`src/rtl/t1ra_pkg.sv`:
```
package t1ra_pkg;

  // Digest of one closed frame, handed from the accumulator to the judges.
  typedef struct packed {
    logic complete;     // exact payload and bit-2 strobe counts seen
    logic any_zero;     // at least one payload bit was 0
    logic any_b2_one;   // at least one channel carried bit 2 = 1
  } frame_sum_t;

endpackage

```
`src/rtl/t1ra_frame_acc.sv`:
```
module t1ra_frame_acc
  import t1ra_pkg::*;
#(
  parameter int NCHAN  = 24,
  parameter int CHBITS = 8
) (
  input  logic       clk,
  input  logic       rst_n,
  input  logic       rx_vld,
  input  logic       rx_bit,
  input  logic       fbit_stb,
  input  logic       bit2_stb,
  output logic       close_o,
  output frame_sum_t sum_o
);

  localparam int NBITS = NCHAN * CHBITS;
  localparam int CW    = $clog2(NBITS + 2);
  localparam int BW    = $clog2(NCHAN + 2);
  localparam logic [CW-1:0] BCNT_MAX  = CW'(NBITS + 1);
  localparam logic [BW-1:0] B2CNT_MAX = BW'(NCHAN + 1);

  logic          started_q, started_d;
  logic [CW-1:0] bcnt_q, bcnt_d;
  logic [BW-1:0] b2cnt_q, b2cnt_d;
  logic          zero_q, zero_d;
  logic          b2one_q, b2one_d;
  logic          fbit_hit, pay_hit;

  assign fbit_hit = rx_vld & fbit_stb;
  assign pay_hit  = rx_vld & ~fbit_stb;

  always_comb begin
    started_d = started_q;
    bcnt_d    = bcnt_q;
    b2cnt_d   = b2cnt_q;
    zero_d    = zero_q;
    b2one_d   = b2one_q;
    if (fbit_hit) begin
      started_d = 1'b1;
      bcnt_d    = '0;
      b2cnt_d   = '0;
      zero_d    = 1'b0;
      b2one_d   = 1'b0;
    end else if (pay_hit) begin
      if (bcnt_q != BCNT_MAX) bcnt_d = bcnt_q + 1'b1;
      if (!rx_bit) zero_d = 1'b1;
      if (bit2_stb) begin
        if (b2cnt_q != B2CNT_MAX) b2cnt_d = b2cnt_q + 1'b1;
        if (rx_bit) b2one_d = 1'b1;
      end
    end
  end

  always_ff @(posedge clk or negedge rst_n) begin
    if (!rst_n) begin
      started_q <= 1'b0;
      bcnt_q    <= '0;
      b2cnt_q   <= '0;
      zero_q    <= 1'b0;
      b2one_q   <= 1'b0;
    end else begin
      started_q <= started_d;
      bcnt_q    <= bcnt_d;
      b2cnt_q   <= b2cnt_d;
      zero_q    <= zero_d;
      b2one_q   <= b2one_d;
    end
  end

  // The first framing bit after reset only opens a frame; later ones close one.
  assign close_o = fbit_hit & started_q;

  always_comb begin
    sum_o.complete   = (bcnt_q == CW'(NBITS)) && (b2cnt_q == BW'(NCHAN));
    sum_o.any_zero   = zero_q;
    sum_o.any_b2_one = b2one_q;
  end

endmodule

```
`src/rtl/t1ra_d4_yel.sv`:
```
module t1ra_d4_yel
  import t1ra_pkg::*;
(
  input  logic       clk,
  input  logic       rst_n,
  input  logic       close_i,
  input  frame_sum_t sum_i,
  output logic       yel_o
);

  logic yel_q, yel_d;

  always_comb begin
    yel_d = yel_q;
    if (close_i && sum_i.complete) yel_d = ~sum_i.any_b2_one;
  end

  always_ff @(posedge clk or negedge rst_n) begin
    if (!rst_n) yel_q <= 1'b0;
    else        yel_q <= yel_d;
  end

  assign yel_o = yel_q;

endmodule

```
`src/rtl/t1ra_blue.sv`:
```
module t1ra_blue
  import t1ra_pkg::*;
#(
  parameter int RUN_FRAMES = 2
) (
  input  logic       clk,
  input  logic       rst_n,
  input  logic       close_i,
  input  frame_sum_t sum_i,
  input  logic       in_frame,
  output logic       blue_o
);

  localparam int OW = $clog2(RUN_FRAMES + 1);
  localparam logic [OW-1:0] RUN_MAX = OW'(RUN_FRAMES);

  logic [OW-1:0] run_q, run_d;
  logic          blue_q, blue_d;

  always_comb begin
    run_d  = run_q;
    blue_d = blue_q;
    if (close_i && sum_i.complete) begin
      if (sum_i.any_zero) begin
        run_d  = '0;
        blue_d = 1'b0;
      end else begin
        if (run_q != RUN_MAX) run_d = run_q + 1'b1;
        if ((run_d == RUN_MAX) && !in_frame) blue_d = 1'b1;
      end
    end
  end

  always_ff @(posedge clk or negedge rst_n) begin
    if (!rst_n) begin
      run_q  <= '0;
      blue_q <= 1'b0;
    end else begin
      run_q  <= run_d;
      blue_q <= blue_d;
    end
  end

  assign blue_o = blue_q;

endmodule

```
`src/rtl/t1ra_esf_yel.sv`:
```
module t1ra_esf_yel #(
  parameter int HIST = 16
) (
  input  logic clk,
  input  logic rst_n,
  input  logic esf_mode,
  input  logic rx_vld,
  input  logic rx_bit,
  input  logic fdl_stb,
  output logic esf_yel_o
);

  localparam int HALF = HIST / 2;
  localparam int MW   = $clog2(HIST);
  localparam logic [MW-1:0] MISS_LAST = MW'(HIST - 1);

  // Oldest bit at the MSB: upper half ones, lower (newest) half zeros.
  logic [HIST-1:0] pat;
  for (genvar gi = 0; gi < HIST; gi++) begin : g_pat
    assign pat[gi] = (gi >= HALF);
  end

  logic [HIST-1:0] hist_q, hist_d;
  logic [MW-1:0]   miss_q, miss_d;
  logic            flag_q, flag_d;
  logic            fdl_hit;

  assign fdl_hit = rx_vld & fdl_stb;

  always_comb begin
    hist_d = hist_q;
    miss_d = miss_q;
    flag_d = flag_q;
    if (!esf_mode) begin
      hist_d = '0;
      miss_d = '0;
      flag_d = 1'b0;
    end else if (fdl_hit) begin
      hist_d = {hist_q[HIST-2:0], rx_bit};
      if (hist_d == pat) begin
        flag_d = 1'b1;
        miss_d = '0;
      end else if (miss_q == MISS_LAST) begin
        flag_d = 1'b0;
        miss_d = '0;
      end else begin
        miss_d = miss_q + 1'b1;
      end
    end
  end

  always_ff @(posedge clk or negedge rst_n) begin
    if (!rst_n) begin
      hist_q <= '0;
      miss_q <= '0;
      flag_q <= 1'b0;
    end else begin
      hist_q <= hist_d;
      miss_q <= miss_d;
      flag_q <= flag_d;
    end
  end

  assign esf_yel_o = flag_q;

endmodule

```
`src/rtl/t1_rx_alarm.sv`:
```
module t1_rx_alarm
  import t1ra_pkg::*;
#(
  parameter int NCHAN      = 24,
  parameter int CHBITS     = 8,
  parameter int RUN_FRAMES = 2,
  parameter int FDL_HIST   = 16
) (
  input  logic clk,
  input  logic rst_n,
  input  logic rx_vld,
  input  logic rx_bit,
  input  logic fbit_stb,
  input  logic bit2_stb,
  input  logic fdl_stb,
  input  logic in_frame,
  input  logic esf_mode,
  output logic yel_alarm,
  output logic esf_yel_alarm,
  output logic blue_alarm
);

  logic       frm_close;
  frame_sum_t frm_sum;

  t1ra_frame_acc #(
    .NCHAN  (NCHAN),
    .CHBITS (CHBITS)
  ) u_acc (
    .clk      (clk),
    .rst_n    (rst_n),
    .rx_vld   (rx_vld),
    .rx_bit   (rx_bit),
    .fbit_stb (fbit_stb),
    .bit2_stb (bit2_stb),
    .close_o  (frm_close),
    .sum_o    (frm_sum)
  );

  t1ra_d4_yel u_yel (
    .clk     (clk),
    .rst_n   (rst_n),
    .close_i (frm_close),
    .sum_i   (frm_sum),
    .yel_o   (yel_alarm)
  );

  t1ra_blue #(
    .RUN_FRAMES (RUN_FRAMES)
  ) u_blue (
    .clk      (clk),
    .rst_n    (rst_n),
    .close_i  (frm_close),
    .sum_i    (frm_sum),
    .in_frame (in_frame),
    .blue_o   (blue_alarm)
  );

  t1ra_esf_yel #(
    .HIST (FDL_HIST)
  ) u_esf (
    .clk       (clk),
    .rst_n     (rst_n),
    .esf_mode  (esf_mode),
    .rx_vld    (rx_vld),
    .rx_bit    (rx_bit),
    .fdl_stb   (fdl_stb),
    .esf_yel_o (esf_yel_alarm)
  );

endmodule

```
`config.mk`:
```
export PLATFORM = sky130hd
export DESIGN_NAME = t1_rx_alarm
export DESIGN_NICKNAME = d
export VERILOG_FILES = /design/src/rtl/t1ra_pkg.sv /design/src/rtl/t1ra_frame_acc.sv /design/src/rtl/t1ra_d4_yel.sv /design/src/rtl/t1ra_blue.sv /design/src/rtl/t1ra_esf_yel.sv /design/src/rtl/t1_rx_alarm.sv
export SDC_FILE = /design/constraint.sdc
export NUM_CORES = 1
export LEC_CHECK = 0
export ABC_AREA = 0
export BUFFER_PORTS_ARGS = -buffer_cell sky130_fd_sc_hd__buf_2
export CELL_PAD_IN_SITES_DETAIL_PLACEMENT = 1
export CELL_PAD_IN_SITES_GLOBAL_PLACEMENT = 1
export CORE_MARGIN = 2
export CORE_UTILIZATION = 51
export CTS_CLUSTER_DIAMETER = 100
export DETAILED_ROUTE_END_ITERATION = 16
export HOLD_SLACK_MARGIN = 0.03
export PLACE_DENSITY_LB_ADDON = 0.1
export RECOVER_POWER = 50
export SYNTH_ARGS = -nofsm -noshare
export SYNTH_HDL_FRONTEND = slang
export SYNTH_HIERARCHICAL = 1
export SYNTH_SLANG_ARGS = --single-unit
export TNS_END_PERCENT = 50
```
`constraint.sdc`:
```
create_clock -name clk -period 4.1 [get_ports clk]
set_input_delay 0.41 -clock clk [delete_from_list [all_inputs] [get_ports clk]]
set_output_delay 0.41 -clock clk [all_outputs]
set_load 0.005 [all_outputs]
```
==> Yosys cells after proc, flatten, opt, wreduce, memory -nomap -nowiden <==
Index checks and enable logic that the tools add are counted.
W data, S select, Z words.
{ "word_totals": {"wordCells": 78, "ff_bits": 40, "out_inout_bits": 3, "inputBits": 9} }
{ "op_classes": {"bitwise": 6, "n_mux": 30, "add_sub_neg": 4, "n_eq_ne": 11, "n_reduce_logical": 16} }
{ "ops": {"columns": ["operator", "n"], "rows": [
  ["$mux W15", 2],
  ["$mux W8", 3],
  ["$mux W5", 4],
  ["$eq A16 B16 Y1 const B", 1],
  ["$mux W4", 4],
  ["$mux W1", 13],
  ["$reduce_bool A2 Y1", 6],
  ["$add A8 B1 Y8 const B", 1],
  ["$eq A8 B8 Y1 const B", 1],
  ["$mux W2", 4],
  ["$ne A8 B8 Y1 const B", 1],
  ["$reduce_and A2 Y1", 4],
  ["$reduce_and A3 Y1", 2],
  ["$add A5 B1 Y5 const B", 1],
  ["$eq A5 B5 Y1 const B", 1],
  ["$ne A5 B5 Y1 const B", 1],
  ["$add A4 B1 Y4 const B", 1],
  ["$and A1 B1 Y1", 4],
  ["$eq A4 B4 Y1 const B", 1],
  ["$ne A2 B1 Y1 const B", 2],
  ["$logic_and A1 B1 Y1", 3],
  ["$ne A3 B1 Y1 const B", 1],
  ["$add A2 B1 Y2 const B", 1],
  ["$eq A2 B2 Y1 const B", 1],
  ["3 further kinds", 4]
]} }

==> Logic depth before layout (Yosys ltp) <==
{ "logic_depth": {"word_depth": 8, "depth_mapped": 6} }

==> By module <==
Netlist, hierarchy kept.
{ "modules_own_cells": {"columns": ["module", "instances", "area_each_um2", "cells_each"], "rows": [
  ["t1ra_frame_acc", 1, 993.5, 105],
  ["t1ra_esf_yel", 1, 965.9, 102],
  ["t1ra_blue", 1, 152.6, 14],
  ["t1ra_d4_yel", 1, 36.3, 3]
]} }

==> Worst setup path before layout <==
Ideal clock, no wire load.
{ "synth_path": {"path_kind": "reg2reg", "from": "register u_acc.bcnt_q[4]", "to": "register u_blue.run_q[0]", "slack_ns": 2.444, "t_required_ns": 3.976, "setup_time_ns": 0.124, "path_buffers": 0, "synth_period_minus_slack_ns": 1.656, "t_arrival_ns": 1.532, "path_stages_with_launch": 6, "path_cell_list": "dfrtp_1 > nor4_2 > nand2_1 > nor4_1 > nand2_1 > mux2i_1"} }
{ "synth_rtl": {"columns": ["element", "line_no", "rtl"], "rows": [
  ["start: declaration", "t1ra_frame_acc.sv:24", "logic [CW-1:0] bcnt_q, bcnt_d;"],
  ["start signal: assignment", "t1ra_frame_acc.sv:64", "bcnt_q <= bcnt_d;"],
  ["end signal: assignment", "t1ra_blue.sv:39", "run_q <= run_d;"],
  ["end: declaration", "t1ra_blue.sv:17", "logic [OW-1:0] run_q, run_d;"]
]} }

==> flow_summary.toml <==
[cts]
htreeDepth = 2
cts.sinks = 40
cts_tree = "yes"
clk_pin_slew_ns = 0.08
cts-root-buf = "clkbuf_8"
cts_buffer_depth = 2
cts_buffers = 5
insertion_delay_ns = 0.29
cts_resized = 0
cts_hold_buf = 0
post-cts-setup-buffers = 0

[synthesis]
yosys.area.top_type = "dfrtp_1"
synth_ff_type = "dfrtp_1"
synth_top_area_share_pct = 46.6
syn_inst = 224
yosysMostFrequentCell = "nand2_1"
synth-seq-area-share_pct = 46.6
synthesis.nets = 241
yosysWarnings = 6
ys_types = 44
synth_area_mm2 = 0.00215
ys_async_sr_fraction_pct = 100
synth_edf_count = 0
synth_seq_cells = 40
netlist_top_cells_area = "dfrtp_1 47%, nand2_1 7.7%, a21boi_0 5.9%"
syn_avg_cell_area_um2 = 9.59
yosys-top-cells-count = "44 x nand2_1, 40 x dfrtp_1, 17 x a21boi_0"

[timing]
hold_viol_final = 0
tns_ns = 0
setup_slack_ns = 1.98
setup-violations-final = 0
rsz0062_at_grt = "no"
slew_headroom_pct = -39.3
slew_viol_final = 41
skew_ns = 0.0101
worst_pin_slew_ns = 2.09
whs_ns = 0.394
fmax_mhz = 471
finalCritPeriodShare_pct = 51.8
period_needed_ns = 2.12

[job]
cap_violations = 1

[worst_setup_path]
path_class = "reg2reg"
crit_top_cell = "nand2_1"
worstPathRequired_ns = 4.32
worst_path_largest_cell_delay_ns = 0.64
endpoint_kind = "flip-flop"
cp_num_cells = 5
cp-start-kind = "flip-flop"
r2r_cells = 5
crit_path_max_fanout = 6
critical_path.top_delay_family = "simple AND/OR/NAND/NOR gates"
crit_chain = "nor4_2 -> nand2_1 -> nor4_1 -> nand2_1 -> mux2i_1"
path_buf_inv = 0
reg2reg_slack_ns = 1.98
slowest_stage = "nor4_1"
arrival_ns = 2.34

[power_and_ir_drop]
leakage_nw = 1.05
total_power_uw = 881
p_clk_share_pct = 36.7
p_switching_uw = 240
p_sw_share_pct = 27.2
pwr-share-comb_pct = 11.9
p_seq_share_pct = 51.5
p_int_uw = 641
vdd_drop_max_v = 0.000266
power.density_mw_per_mm2 = 379

[place]
place_hpwl_mm = 3.30
place_congestion = 0.757
place_inst = 275
post_dp_cell_area_mm2 = 0.00222
place_ws_ns = 1.87
port_buffers = 11

[finish]
design_area_mm2 = 0.00233
nFillCells = 473
layout.cells.non_filler = 283
nNetsFinal = 249
utilization_pct = 57.7
seqCellArea_mm2 = 0.00100
multi_input_area_mm2 = 0.00104
drive_gt1_share_pct = 10.7
area_delta_synth_final_pct = 8.27
num_antenna_cells = 0

[global_routing]
grt_pass1_wl_mm = 7.91
antenna_found_initial = 0
first_global_vias = 1735
grt_use_total_pct = 22.6
grt.overflow.total = 0
grt_start_max_net_pins = 41

[outcome]
outcome = "finished, violations left"
violations = "max-capacitance violations, max-slew violations"

[routing]
first_pass_iters = 4
wl_mm = 4.61
wl_per_cell_um = 16.3
final_antenna_net_count = 0
routed_via_density = 5.92
vias = 1674
drc = 0
drt_iter0_markers = 111

[die]
die_w_um = 68.9
die_y_um = 68.9
start_util_pct = 53.3
die_area_mm2 = 0.00475
rows = 23
io_pins = 12
core_area_mm2 = 0.00403

[min_path]
holdPathStages = 3
holdCritPathClass = "in2reg"
[logic make-up after synthesis]
group | synth area share [%]
flip-flops | 46.6
AND/OR/NAND/NOR | 24.3
adder cells (fa/ha/maj) | 4.66
multiplexers | 3.79
AO/OA/AOI/OAI | 15.8
buffers and inverters | 4.78
[power by group through the flow]
stage / clock network (mW) / registers (mW) / logic, mW
3_5_place_dp: 0 / 0.461 / 0.105
3_3_place_gp: 0 / 0.458 / 0.0978
6_report: 0.323 / 0.453 / 0.105
5_1_grt: 0.352 / 0.458 / 0.120
2_1_floorplan: 0 / 0.450 / 0.0768
4_1_cts: 0.334 / 0.453 / 0.106
[layout by cell type (no fill, tap or decap), types with 6 or more instances in the layout]
cell type  instances
a21oi_1            6
dfrtp_1           40
ha_1               8
inv_1             14
nand2_1           44
o21ai_0            6
buf_2             10
and2_1             6
a21boi_0          17
mux2i_1            7
nand3_1            8
[cell type report]
class	instances	area share, %
repair buffers	11	2.31
clock inverters	3	1.83
inverters	14	2.26
flip-flops and latches	40	43.0
well taps	50	2.69
clock buffers	5	2.96
multi-input cells	160	44.9
[layer usage]
metal / share of wire [%] / GRT usage (%)
met2: 52 / 41.0
met5: 0 / 0
met1: 45 / 26.9
met4: 1.1 / 5.88
met3: 2.0 / 4.87
[flip-flops by register name, indices dropped and copies added, names as in the netlist]
name             flops
u_blue/blue_o        1
u_acc/started_q      1
u_esf/esf_yel_o      1
u_acc/zero_q         1
u_blue/run_q         2
u_esf/miss_q         4
u_acc/b2one_q        1
u_yel/yel_o          1
u_esf/hist_q        15
u_acc/b2cnt_q        5
u_acc/bcnt_q         8
[path summary, 6_finish.rpt]
check                           startpoint         endpoint
hold reg to reg              u_acc/b2one_q      u_yel/yel_o
setup reg to reg           u_acc/bcnt_q[4]  u_blue/run_q[0]
hold / removal                    in_frame    u_blue/blue_o
setup / recovery           u_acc/bcnt_q[4]  u_blue/run_q[0]
min in group asynchronous            rst_n  u_acc/bcnt_q[7]
max in group asynchronous            rst_n  u_esf/hist_q[3]
[worst register-to-register path, stage by stage, from the launching register on]
cell and delay (ns):
dfrtp_1 0.46, nor4_2 0.39, nand2_1 0.12, nor4_1 0.64, nand2_1 0.23, mux2i_1 0.22
(Power assumes the default switching activity.)
